`src/rtl/pct_pkg.sv`:
```
package pct_pkg;
  localparam int unsigned ADDR_W = 4;
  localparam int unsigned DATA_W = 32;

  localparam logic [ADDR_W-1:0] A_CTRL = 4'd0;
  localparam logic [ADDR_W-1:0] A_DIV  = 4'd1;
  localparam logic [ADDR_W-1:0] A_STS  = 4'd2;
  localparam int unsigned       A_CMP0 = 4;
  localparam int unsigned       A_CAP0 = 8;
  localparam logic [ADDR_W-1:0] A_CNT  = 4'd12;

  localparam int unsigned B_SWR   = 15;
  localparam int unsigned B_FREE  = 9;
  localparam int unsigned B_SRC   = 6;
  localparam int unsigned B_ENMOD = 1;
  localparam int unsigned B_EN    = 0;

  typedef enum logic [1:0] {
    SRC_OFF  = 2'd0,
    SRC_NORM = 2'd1,
    SRC_FAST = 2'd2,
    SRC_SLOW = 2'd3
  } src_e;
endpackage

```
`src/rtl/pct_prescaler.sv`:
```
module pct_prescaler #(
  parameter int unsigned PRE_W = 12
) (
  input  logic             clk_i,
  input  logic             rst_ni,
  input  logic             clr_i,
  input  logic             run_i,
  input  logic [PRE_W-1:0] div_i,
  output logic             tick_o
);
  logic [PRE_W-1:0] phase_q;
  logic             last;

  // >= so a divider lowered under the current phase reloads at once
  assign last   = (phase_q >= div_i);
  assign tick_o = run_i && last && !clr_i;

  always_ff @(posedge clk_i or negedge rst_ni) begin
    if (!rst_ni)    phase_q <= '0;
    else if (clr_i) phase_q <= '0;
    else if (run_i) phase_q <= last ? '0 : phase_q + 1'b1;
  end
endmodule

```
`src/rtl/pct_counter.sv`:
```
module pct_counter #(
  parameter int unsigned CNT_W = 32,
  parameter int unsigned N_CMP = 3
) (
  input  logic                        clk_i,
  input  logic                        rst_ni,
  input  logic                        clr_i,
  input  logic                        tick_i,
  input  logic                        free_run_i,
  input  logic [N_CMP-1:0][CNT_W-1:0] cmp_i,
  output logic [CNT_W-1:0]            cnt_o,
  output logic [N_CMP-1:0]            hit_o,
  output logic                        wrap_o
);
  localparam logic [CNT_W-1:0] ALL_ONES = {CNT_W{1'b1}};

  logic [CNT_W-1:0] cnt_q, cnt_nxt;
  logic             adv;

  assign adv = tick_i && !clr_i;

  always_comb begin
    if (!free_run_i && cnt_q == cmp_i[0]) cnt_nxt = '0;
    else                                  cnt_nxt = cnt_q + 1'b1;
  end

  for (genvar k = 0; k < N_CMP; k++) begin : g_hit
    assign hit_o[k] = adv && (cnt_nxt == cmp_i[k]);
  end

  assign wrap_o = adv && free_run_i && (cnt_q == ALL_ONES);
  assign cnt_o  = cnt_q;

  always_ff @(posedge clk_i or negedge rst_ni) begin
    if (!rst_ni)    cnt_q <= '0;
    else if (clr_i) cnt_q <= '0;
    else if (adv)   cnt_q <= cnt_nxt;
  end
endmodule

```
`src/rtl/pct_capture.sv`:
```
module pct_capture #(
  parameter int unsigned CNT_W = 32
) (
  input  logic             clk_i,
  input  logic             rst_ni,
  input  logic             clr_i,
  input  logic             pin_i,
  input  logic [CNT_W-1:0] cnt_i,
  output logic [CNT_W-1:0] val_o,
  output logic             evt_o
);
  logic [2:0] sync_q;
  logic       rise;

  assign rise  = sync_q[1] && !sync_q[2];
  assign evt_o = rise && !clr_i;

  always_ff @(posedge clk_i or negedge rst_ni) begin
    if (!rst_ni) sync_q <= '0;
    else         sync_q <= {sync_q[1:0], pin_i};
  end

  always_ff @(posedge clk_i or negedge rst_ni) begin
    if (!rst_ni)    val_o <= '0;
    else if (clr_i) val_o <= '0;
    else if (rise)  val_o <= cnt_i;
  end
endmodule

```
`src/rtl/pct_timer.sv`:
```
module pct_timer
  import pct_pkg::*;
#(
  parameter int unsigned CNT_W = 32,
  parameter int unsigned PRE_W = 12,
  parameter int unsigned N_CMP = 3,
  parameter int unsigned N_CAP = 2
) (
  input  logic              clk_i,
  input  logic              rst_ni,
  input  logic              tick_norm_i,
  input  logic              tick_fast_i,
  input  logic              tick_slow_i,
  input  logic [N_CAP-1:0]  cap_i,
  input  logic              reg_we_i,
  input  logic [ADDR_W-1:0] reg_addr_i,
  input  logic [DATA_W-1:0] reg_wdata_i,
  output logic [DATA_W-1:0] reg_rdata_o
);
  localparam int unsigned STS_W   = N_CMP + N_CAP + 1;
  localparam int unsigned ROV_BIT = N_CMP + N_CAP;

  logic                        swr_q, en_q, enmod_q, free_q;
  src_e                        src_q;
  logic [PRE_W-1:0]            div_q;
  logic [STS_W-1:0]            sts_q, sts_evt;
  logic [N_CMP-1:0][CNT_W-1:0] cmp_q;
  logic [N_CAP-1:0][CNT_W-1:0] cap_val;
  logic [N_CAP-1:0]            cap_evt;
  logic [N_CMP-1:0]            cmp_hit;
  logic [CNT_W-1:0]            cnt_q;
  logic                        wrap, src_tick, cnt_tick;
  logic                        wr_ctrl, wr_sts, srst, en_start, clr;

  assign wr_ctrl  = reg_we_i && reg_addr_i == A_CTRL;
  assign wr_sts   = reg_we_i && reg_addr_i == A_STS;
  assign srst     = wr_ctrl && reg_wdata_i[B_SWR];
  assign en_start = wr_ctrl && !srst && reg_wdata_i[B_EN] && reg_wdata_i[B_ENMOD] && !en_q;
  assign clr      = srst || en_start;

  always_comb begin
    unique case (src_q)
      SRC_NORM: src_tick = tick_norm_i;
      SRC_FAST: src_tick = tick_fast_i;
      SRC_SLOW: src_tick = tick_slow_i;
      default:  src_tick = 1'b0;
    endcase
  end

  always_ff @(posedge clk_i or negedge rst_ni) begin
    if (!rst_ni) begin
      swr_q <= 1'b0; en_q <= 1'b0; enmod_q <= 1'b0; free_q <= 1'b0;
      src_q <= SRC_NORM; div_q <= '0;
    end else if (srst) begin
      swr_q <= 1'b1; en_q <= 1'b0; enmod_q <= 1'b0; free_q <= 1'b0;
      src_q <= SRC_NORM; div_q <= '0;
    end else begin
      swr_q <= 1'b0;
      if (wr_ctrl) begin
        en_q    <= reg_wdata_i[B_EN];
        enmod_q <= reg_wdata_i[B_ENMOD];
        free_q  <= reg_wdata_i[B_FREE];
        src_q   <= src_e'(reg_wdata_i[B_SRC +: 2]);
      end
      if (reg_we_i && reg_addr_i == A_DIV) div_q <= reg_wdata_i[PRE_W-1:0];
    end
  end

  for (genvar k = 0; k < N_CMP; k++) begin : g_cmp
    always_ff @(posedge clk_i or negedge rst_ni) begin
      if (!rst_ni)   cmp_q[k] <= '1;
      else if (srst) cmp_q[k] <= '1;
      else if (reg_we_i && reg_addr_i == ADDR_W'(A_CMP0 + k))
        cmp_q[k] <= reg_wdata_i[CNT_W-1:0];
    end
  end

  pct_prescaler #(.PRE_W(PRE_W)) u_pre (
    .clk_i, .rst_ni, .clr_i(clr), .run_i(en_q && src_tick),
    .div_i(div_q), .tick_o(cnt_tick)
  );

  pct_counter #(.CNT_W(CNT_W), .N_CMP(N_CMP)) u_cnt (
    .clk_i, .rst_ni, .clr_i(clr), .tick_i(cnt_tick), .free_run_i(free_q),
    .cmp_i(cmp_q), .cnt_o(cnt_q), .hit_o(cmp_hit), .wrap_o(wrap)
  );

  for (genvar k = 0; k < N_CAP; k++) begin : g_cap
    pct_capture #(.CNT_W(CNT_W)) u_cap (
      .clk_i, .rst_ni, .clr_i(srst), .pin_i(cap_i[k]), .cnt_i(cnt_q),
      .val_o(cap_val[k]), .evt_o(cap_evt[k])
    );
  end

  // event set beats write-one clear
  assign sts_evt = {wrap, cap_evt, cmp_hit};

  always_ff @(posedge clk_i or negedge rst_ni) begin
    if (!rst_ni)     sts_q <= '0;
    else if (srst)   sts_q <= '0;
    else if (wr_sts) sts_q <= (sts_q & ~reg_wdata_i[STS_W-1:0]) | sts_evt;
    else             sts_q <= sts_q | sts_evt;
  end

  always_comb begin
    reg_rdata_o = '0;
    unique case (reg_addr_i)
      A_CTRL: begin
        reg_rdata_o[B_SWR]        = swr_q;
        reg_rdata_o[B_FREE]       = free_q;
        reg_rdata_o[B_SRC +: 2]   = src_q;
        reg_rdata_o[B_ENMOD]      = enmod_q;
        reg_rdata_o[B_EN]         = en_q;
      end
      A_DIV:   reg_rdata_o[PRE_W-1:0] = div_q;
      A_STS:   reg_rdata_o[STS_W-1:0] = sts_q;
      A_CNT:   reg_rdata_o[CNT_W-1:0] = cnt_q;
      default: ;
    endcase
    for (int k = 0; k < N_CMP; k++)
      if (reg_addr_i == ADDR_W'(A_CMP0 + k)) reg_rdata_o[CNT_W-1:0] = cmp_q[k];
    for (int k = 0; k < N_CAP; k++)
      if (reg_addr_i == ADDR_W'(A_CAP0 + k)) reg_rdata_o[CNT_W-1:0] = cap_val[k];
  end
endmodule

```
`config.mk`:
```
export PLATFORM = sky130hd
export DESIGN_NAME = pct_timer
export DESIGN_NICKNAME = d
export VERILOG_FILES = /design/src/rtl/pct_pkg.sv /design/src/rtl/pct_prescaler.sv /design/src/rtl/pct_counter.sv /design/src/rtl/pct_capture.sv /design/src/rtl/pct_timer.sv
export SDC_FILE = /design/constraint.sdc
export NUM_CORES = 1
export LEC_CHECK = 0
export BUFFER_PORTS_ARGS = -buffer_cell sky130_fd_sc_hd__buf_2
export CAP_MARGIN = 20
export CELL_PAD_IN_SITES_DETAIL_PLACEMENT = 0
export CELL_PAD_IN_SITES_GLOBAL_PLACEMENT = 1
export CORE_MARGIN = 1.5
export CORE_UTILIZATION = 49
export DETAILED_ROUTE_END_ITERATION = 8
export PLACE_DENSITY_LB_ADDON = 0.1
export RECOVER_POWER = 50
export SLEW_MARGIN = 10
export SYNTH_ARGS = -nofsm -noshare
export SYNTH_HDL_FRONTEND = slang
export SYNTH_HIERARCHICAL = 1
export SYNTH_SLANG_ARGS = --single-unit
```
`constraint.sdc`:
```
create_clock -name clk_i -period 5.38 [get_ports clk_i]
set_clock_uncertainty 0.1 [all_clocks]
set_input_delay 0.807 -clock clk_i [delete_from_list [all_inputs] [get_ports clk_i]]
set_output_delay 0.807 -clock clk_i [all_outputs]
set_load 0.01 [all_outputs]
```
## Yosys cells after proc, flatten, opt, wreduce, memory -nomap -nowiden

Index checks and enable logic that the tools add are counted.

- Bits in registers: 234
- Input port bits: 44
- Logic and storage cells: 125

- Add/subtract/negate cells: 2
- Order comparisons: 1
- Equal/unequal tests: 16
- Multiplexer cells: 44
- Bitwise gates (word level): 4
- Reductions and logical operators: 42

Operators with widths:

| cell | number |
|---|---|
| 2-to-1 mux 32 bit | 18 |
| == test 32 bit | 4 |
| 2-to-1 mux 12 bit | 5 |
| adder 32 x 1 -> 32 bit (second input constant) | 1 |
| == test 32 bit (second input constant) | 1 |
| logical AND 1 bit | 25 |
| nonzero test 2 bit | 9 |
| 2-to-1 mux 16 bit | 1 |
| adder 12 x 1 -> 12 bit (second input constant) | 1 |
| == test 4 x 3 -> 1 bit (second input constant) | 3 |
| == test 4 bit (second input constant) | 3 |
| >= comparator 12 bit | 1 |
| 2-to-1 mux 6 bit | 2 |
| OR 6 bit | 2 |
| case mux 4 bit (3 select lines) | 1 |
| case mux 2 bit (4 select lines) | 1 |
| 2-to-1 mux 1 bit | 7 |
| bitwise AND 6 bit | 1 |
| zero test 1 bit | 6 |
| NOT 6 bit | 1 |
| case mux 1 bit (3 select lines) | 2 |
| case mux 2 bit (3 select lines) | 1 |
| == test 2 bit (second input constant) | 2 |
| == test 4 x 1 -> 1 bit (second input constant) | 1 |
| 8 further kinds | 10 |

## Longest topological paths before layout

- Word-level depth: 17
- Gate-level depth with buffers: 19

## By module

The synthesis kept the hierarchy.

Modules (own cells, without submodules):

| module | instances | cells each | area each (um^2) | sequential area each (um^2) |
|---|---|---|---|---|
| pct_timer | 1 | 790 | 6807.8 | 3124.2 |
| pct_counter | 1 | 586 | 4336.7 | 800.8 |
| pct_capture | 2 | 149 | 1709.1 | 875.8 |
| pct_prescaler | 1 | 107 | 1019.7 | 300.3 |

## Worst setup path after synthesis

OpenSTA, ideal clock, no wires.

- Path type: input to register
- Start point: in reg_addr_i[3]
- End point: reg sts_q[1]
- Setup time: 0.072 ns
- Arrival: 3.846 ns
- Setup slack: 1.362 ns
- Stages: 19
- Cell sequence: buf_2 -> nor3b_2 -> buf_4 -> nand2_1 -> buf_2 -> a21oi_1 -> nor4_1 -> a31o_2 -> clkbuf_1 -> nand2b_1 -> a221o_1 -> a221o_1 -> a221oi_1 -> nand3_1 -> nor3_1 -> o2111ai_1 -> nor4b_2 -> a21oi_1 -> nor2_1

- Cells in the longest elaborated chain, start to end: 16
- Elaborated cells between the ends (all ways): 19

Ends and longest elaborated chain:

| what | line | source |
|---|---|---|
| start: declaration | pct_timer.sv:16 | `input logic [ADDR_W-1:0] reg_addr_i,` |
| zero test 4 bit * | pct_timer.sv:35 | `assign wr_ctrl = reg_we_i && reg_addr_i == A_CTRL;` |
| logical AND 1 bit * | pct_timer.sv:35 |  |
| logical AND 1 bit | pct_timer.sv:37 | `assign srst = wr_ctrl && reg_wdata_i[B_SWR];` |
| zero test 1 bit | pct_timer.sv:38 | `assign en_start = wr_ctrl && !srst && reg_wdata_i[B_EN] && reg_wdata_i[B_ENMOD] && !en_q;` |
| logical AND 1 bit (4 in series) | pct_timer.sv:38 |  |
| logical OR 1 bit * | pct_timer.sv:39 | `assign clr = srst \|\| en_start;` |
| via clr | pct_timer.sv:33 | `logic wr_ctrl, wr_sts, srst, en_start, clr;` |
| zero test 1 bit * | pct_prescaler.sv:16 | `assign tick_o = run_i && last && !clr_i;` |
| logical AND 1 bit * | pct_prescaler.sv:16 |  |
| via cnt_tick | pct_timer.sv:32 | `logic wrap, src_tick, cnt_tick;` |
| logical AND 1 bit * | pct_counter.sv:20 | `assign adv = tick_i && !clr_i;` |
| logical AND 1 bit * | pct_counter.sv:28 | `assign hit_o[k] = adv && (cnt_nxt == cmp_i[k]);` |
| via cmp_hit[1] | pct_timer.sv:30 | `logic [N_CMP-1:0] cmp_hit;` |
| OR 6 bit (on tied branches) | pct_timer.sv:102, pct_timer.sv:101 |  |
| 2-to-1 mux 6 bit * | pct_timer.sv:101 | `else if (wr_sts) sts_q <= (sts_q & ~reg_wdata_i[STS_W-1:0]) \| sts_evt;` |
| 2-to-1 mux 6 bit * | pct_timer.sv:100 | `else if (srst) sts_q <= '0;` |
| end signal: assignment | pct_timer.sv:101 |  |
| end signal: assignment | pct_timer.sv:102 | `else sts_q <= sts_q \| sts_evt;` |
| end: declaration | pct_timer.sv:26 | `logic [STS_W-1:0] sts_q, sts_evt;` |

Mark *: on every way through the listed nets, which the timed path passes. The rest lies on a longest branch.
A chain may end at the register's enable or synchronous reset.

## Final worst setup path

- Start point: reg u_cnt.cnt_q[1] (netlist: u_cnt/cnt_o[1])
- End point: reg sts_q[2]

- Cells in the longest elaborated chain, start to end: 8
- Elaborated cells between the ends (all ways): 10

Ends and longest elaborated chain:

| what | line | source |
|---|---|---|
| start: declaration | pct_counter.sv:17 | `logic [CNT_W-1:0] cnt_q, cnt_nxt;` |
| start signal: assignment | pct_counter.sv:37 | `else if (adv) cnt_q <= cnt_nxt;` |
| branches (longest 2 deep; another with adder 32 x 1 -> 32 bit) | n/a |  |
| 2-to-1 mux 32 bit * | pct_counter.sv:23 | `if (!free_run_i && cnt_q == cmp_i[0]) cnt_nxt = '0;` |
| == test 32 bit * | pct_counter.sv:28 |  |
| logical AND 1 bit * | pct_counter.sv:28 |  |
| via cmp_hit[2] | pct_timer.sv:30 |  |
| OR 6 bit (on tied branches) | pct_timer.sv:102, pct_timer.sv:101 |  |
| 2-to-1 mux 6 bit * | pct_timer.sv:101 |  |
| 2-to-1 mux 6 bit * | pct_timer.sv:100 |  |

Mark *: on every way through the listed nets, which the timed path passes.

==> results.rst <==
.. list-table::
   :header-rows: 1

   * - Metric
     - Value
   * - Status
     - complete, but fails checks
   * - Failing checks
     - capacitance limit, slew limit
   * - Static leakage
     - just under 7 nW
   * - Required time at the endpoint of the critical path
     - 5740 ps
   * - Sw Ratio
     - 0.337
   * - Post-DRT Antenna Nets
     - 0
   * - Worst-case setup margin in the final layout
     - roughly 1100 ps
   * - Clock power share
     - 0.354
   * - P per Cell Area
     - 341 nW/um^2
   * - Post-synth EDFFs
     - 0
   * - Drt first pass iters
     - 6
   * - Layout cells sized above 1
     - 0.169
   * - Pin count of the biggest net entering global routing
     - 120
   * - Initial antenna violation count
     - 0
   * - Final-report hold violation count
     - 0
   * - Kind of critical path
     - flop to flop
   * - Post-synthesis cell count
     - 1,781
   * - Largest cells by area after synthesis
     - sky130_fd_sc_hd__dfrtp_1, sky130_fd_sc_hd__dfstp_2, sky130_fd_sc_hd__nand2_1, sky130_fd_sc_hd__nand3_1, sky130_fd_sc_hd__nand4bb_1
   * - Largest family of logic cells by synthesized area
     - simple AND/OR/NAND/NOR gates
   * - Clock latency at the later pin of the worst-skew pair
     - approximately 570 ps
   * - Post-synthesis simple-gate area fraction
     - 0.297
   * - Max-cap violations
     - 5
   * - Wire length reported by the detailed router
     - 62.0 mm
   * - Maximum clock insertion buffer count
     - 3
   * - Die X
     - 181 um
   * - Ant. Diodes
     - 0
   * - Yosys top cell area share
     - 0.220
   * - Slew headroom
     - -1.15
   * - Num ports
     - 76
   * - CP max stage cell
     - sky130_fd_sc_hd__xor2_1
   * - Final Total Pwr
     - 0.00579 W
   * - Final setup viols
     - 0
   * - Adder-cell share of the synthesized area
     - 0.0112
   * - Count of cells resized by post-cts repair
     - 0
   * - Number of vias after detailed routing
     - around 15,000
   * - Share of synthesized area occupied by flip-flops and latches
     - 0.384
   * - Number of distinct library cells after synthesis
     - 97
   * - Relative area change from synthesis to final layout
     - 9.15%
   * - Cell-internal power
     - 0.00384 W
   * - Final period demand of the worst path
     - 4290 ps
   * - Post-synthesis register bit count
     - 234
   * - Launching element type of the critical path
     - flop
   * - Die footprint
     - 32,900 sq um
   * - Total DRC errors in the routed layout
     - 0
   * - Fraction of synthesized cell area in xor and xnor cells
     - 0.0482
   * - Setup WS pre-CTS
     - between 1000 and 1500 ps
   * - Count of input and output buffers
     - 75
   * - Fmax achieved
     - around 230 MHz
   * - Part of the power in registers
     - 0.472
   * - Detail-routed via count per cell
     - 6.70
   * - IR drop worst, VDD
     - 0.000315 V
   * - Clock tree from TritonCTS
     - built
   * - Proportion of power drawn by combinational gates
     - 0.174
   * - Post-synth net total
     - 1,839
   * - Min-Delay Path Class
     - flop to flop
   * - Worst Max-Slew Pin Slew
     - roughly 3200 ps
   * - Post-CTS Setup Inserts
     - 0
   * - Die boundary height
     - 181 um
   * - Number of clock buffers inserted by TritonCTS
     - 27
   * - HPWL after detailed placement
     - 42.9 mm
   * - Starting density of the core
     - 0.496
   * - First DRT Iteration DRCs
     - 1,816
   * - Final clock period utilization by the worst path
     - 0.798
   * - Via count of the first global-routing pass
     - 14,202
   * - Final number of max-transition violations
     - 277
   * - Netlist area before placement
     - 15,600 sq um
   * - Endpoint class of the critical path
     - flop
   * - Standard cell core area
     - around 31,000 sq um
   * - Share of the synthesized area in compound gates (AO/OA/AOI/OAI)
     - 0.169
   * - Crit-path max FO
     - 8
   * - Largest incremental delay on the critical path
     - 660 ps
   * - Number of clock sinks
     - 234
   * - Leading register cell type out of synthesis
     - sky130_fd_sc_hd__dfrtp_1
   * - Setup repair after global routing missed its margin
     - no
   * - Number of inserted filler cells in the final layout
     - 2,922
   * - Root buf cell
     - sky130_fd_sc_hd__clkbuf_16
   * - Most common cell in the synthesized netlist
     - sky130_fd_sc_hd__nand2_1
   * - Setup TNS
     - 0 ps
   * - Clock-pin slew of the registers on the worst-case setup and hold paths
     - 60 ps
   * - Synth Area per Inst
     - 8.75 sq um
   * - Count of hold-fix buffers inserted at cts
     - 0
   * - H-tree level count
     - 1
   * - Core Rows
     - 65
   * - Residual overflow from global routing
     - 0
   * - Global-route wire length before repair
     - ~93 mm
   * - Yosys top cell by area
     - sky130_fd_sc_hd__dfrtp_1
   * - Final net count
     - 1,843
   * - Overall track demand over capacity in global routing
     - 0.375
   * - Drt wl/cell
     - 28.1 um
   * - Worst Path Arrival
     - 4660 ps
   * - Routability-driven placement congestion ratio
     - 1.00
   * - Ordered cell list for the critical path
     - ha_1 > nand4_1 > nor3_4 > nand4_1 > xor2_1 > o22ai_1 > or4_1 > a21oi_1 > o221ai_1 > nor4_1 > a21oi_1 > nor2_1
   * - Ys Warns
     - 6
   * - Synth async-reset ratio
     - 1.00
   * - Switch Pwr
     - a little under 0.002 W
   * - Mux contribution to synthesized area
     - 0.0351
   * - Ranking of synthesized cells by instance count
     - sky130_fd_sc_hd__nand2_1, sky130_fd_sc_hd__nand3_1, sky130_fd_sc_hd__dfrtp_1
[cells in the final DEF (no fill, tap or decap), drive strengths merged, types with 23 or more instances in the layout]
master	instances
nand2	274
nand3	152
dfrtp	137
o21ai	117
buf	109
dfstp	97
nor2	91
nand2b	80
nand4bb	64
a21oi	62
mux2i	49
o22ai	48
xnor2	47
clkbuf	45
nor3	44
a22oi	35
xor2	34
nor4	32
inv	28
a221o	23
[routing by layer]
layer	part of all wire	wire, um	global-route usage
met1	0.44	27400	0.554
met2	0.42	26000	0.537
met3	0.094	5830	0.0683
met4	0.046	2840	0.155
met5	0	0	0
[critical path, delay by kind of cell (launching register included)]
kind,cells,cell delay (ps)
AND/OR/NAND/NOR,6,1840
adder cells (fa/ha/maj),1,350
AO/OA/AOI/OAI,4,680
flip-flops,1,570
XOR/XNOR,1,660
[power by group through the flow]
stage / clock, W / combinational [W] / sequential, W
5_1_grt: 0.00214 / 0.00110 / 0.00274
3_5_place_dp: 0 / 0.000985 / 0.00272
4_1_cts: 0.00207 / 0.000992 / 0.00269
6_report: 0.00205 / 0.00101 / 0.00274
2_1_floorplan: 0 / 0.000713 / 0.00239
3_3_place_gp: 0 / 0.000972 / 0.00272
[per-stage QoR]
stage	utilization	instance area (sq um)	cells	hold slack [ps]
2_1_floorplan	-	15600	1781	231
3_3_place_gp	0.512	16100	2157	246
3_5_place_dp	0.512	16100	2157	242
4_1_cts	0.543	17000	2207	256
5_1_grt	0.542	17000	2208	267
6_report	0.542	17000	2208	257
[logic make-up (layout without fill, tap and decap cells)]
family / count (synthesis) / in the layout
multiplexers: 54 / 54
adder cells (fa/ha/maj): 14 / 14
flip-flops: 234 / 234
XOR/XNOR: 81 / 81
AO/OA/AOI/OAI: 390 / 390
buffers and inverters: 170 / 195
AND/OR/NAND/NOR: 838 / 838
[worst paths after layout]
path | to | from | slack, ps | depth (start not counted)
min in group asynchronous | g_cap[1].u_cap/val_o[25] | rst_ni | 1140 | 1
worst max-delay path | sts_q[2] | u_cnt/cnt_o[1] | 1090 | 12
worst min register to register | g_cap[0].u_cap/sync_q[1] | g_cap[0].u_cap/sync_q[0] | 260 | 0
worst max register to register | sts_q[2] | u_cnt/cnt_o[1] | 1090 | 12
worst min-delay path | g_cap[0].u_cap/sync_q[1] | g_cap[0].u_cap/sync_q[0] | 260 | 0
max in group asynchronous | u_cnt/cnt_o[23] | rst_ni | 1250 | 2
[state kept, by name, indices dropped and copies added (netlist names), 2 cells and up]
register            count
cmp_q                  96
g_cap.u_cap/val_o      64
u_cnt/cnt_o            32
div_q                  12
u_pre/phase_q          12
g_cap.u_cap/sync_q      6
sts_q                   6
src_q                   2
[area by class of cell]
cell class | count | area, sq um | area share
Clock buffer | 36 | 749 | 0.0441
Inverter | 27 | 103 | 0.00603
Clock inverter | 14 | 231 | 0.0136
Sequential cell | 234 | 5980 | 0.351
Timing Repair Buffer | 118 | 681 | 0.0400
Multi-Input combinational cell | 1377 | 8760 | 0.515
Tap cell | 402 | 503 | 0.0296
Note: power is estimated with default switching activity, not from simulation.
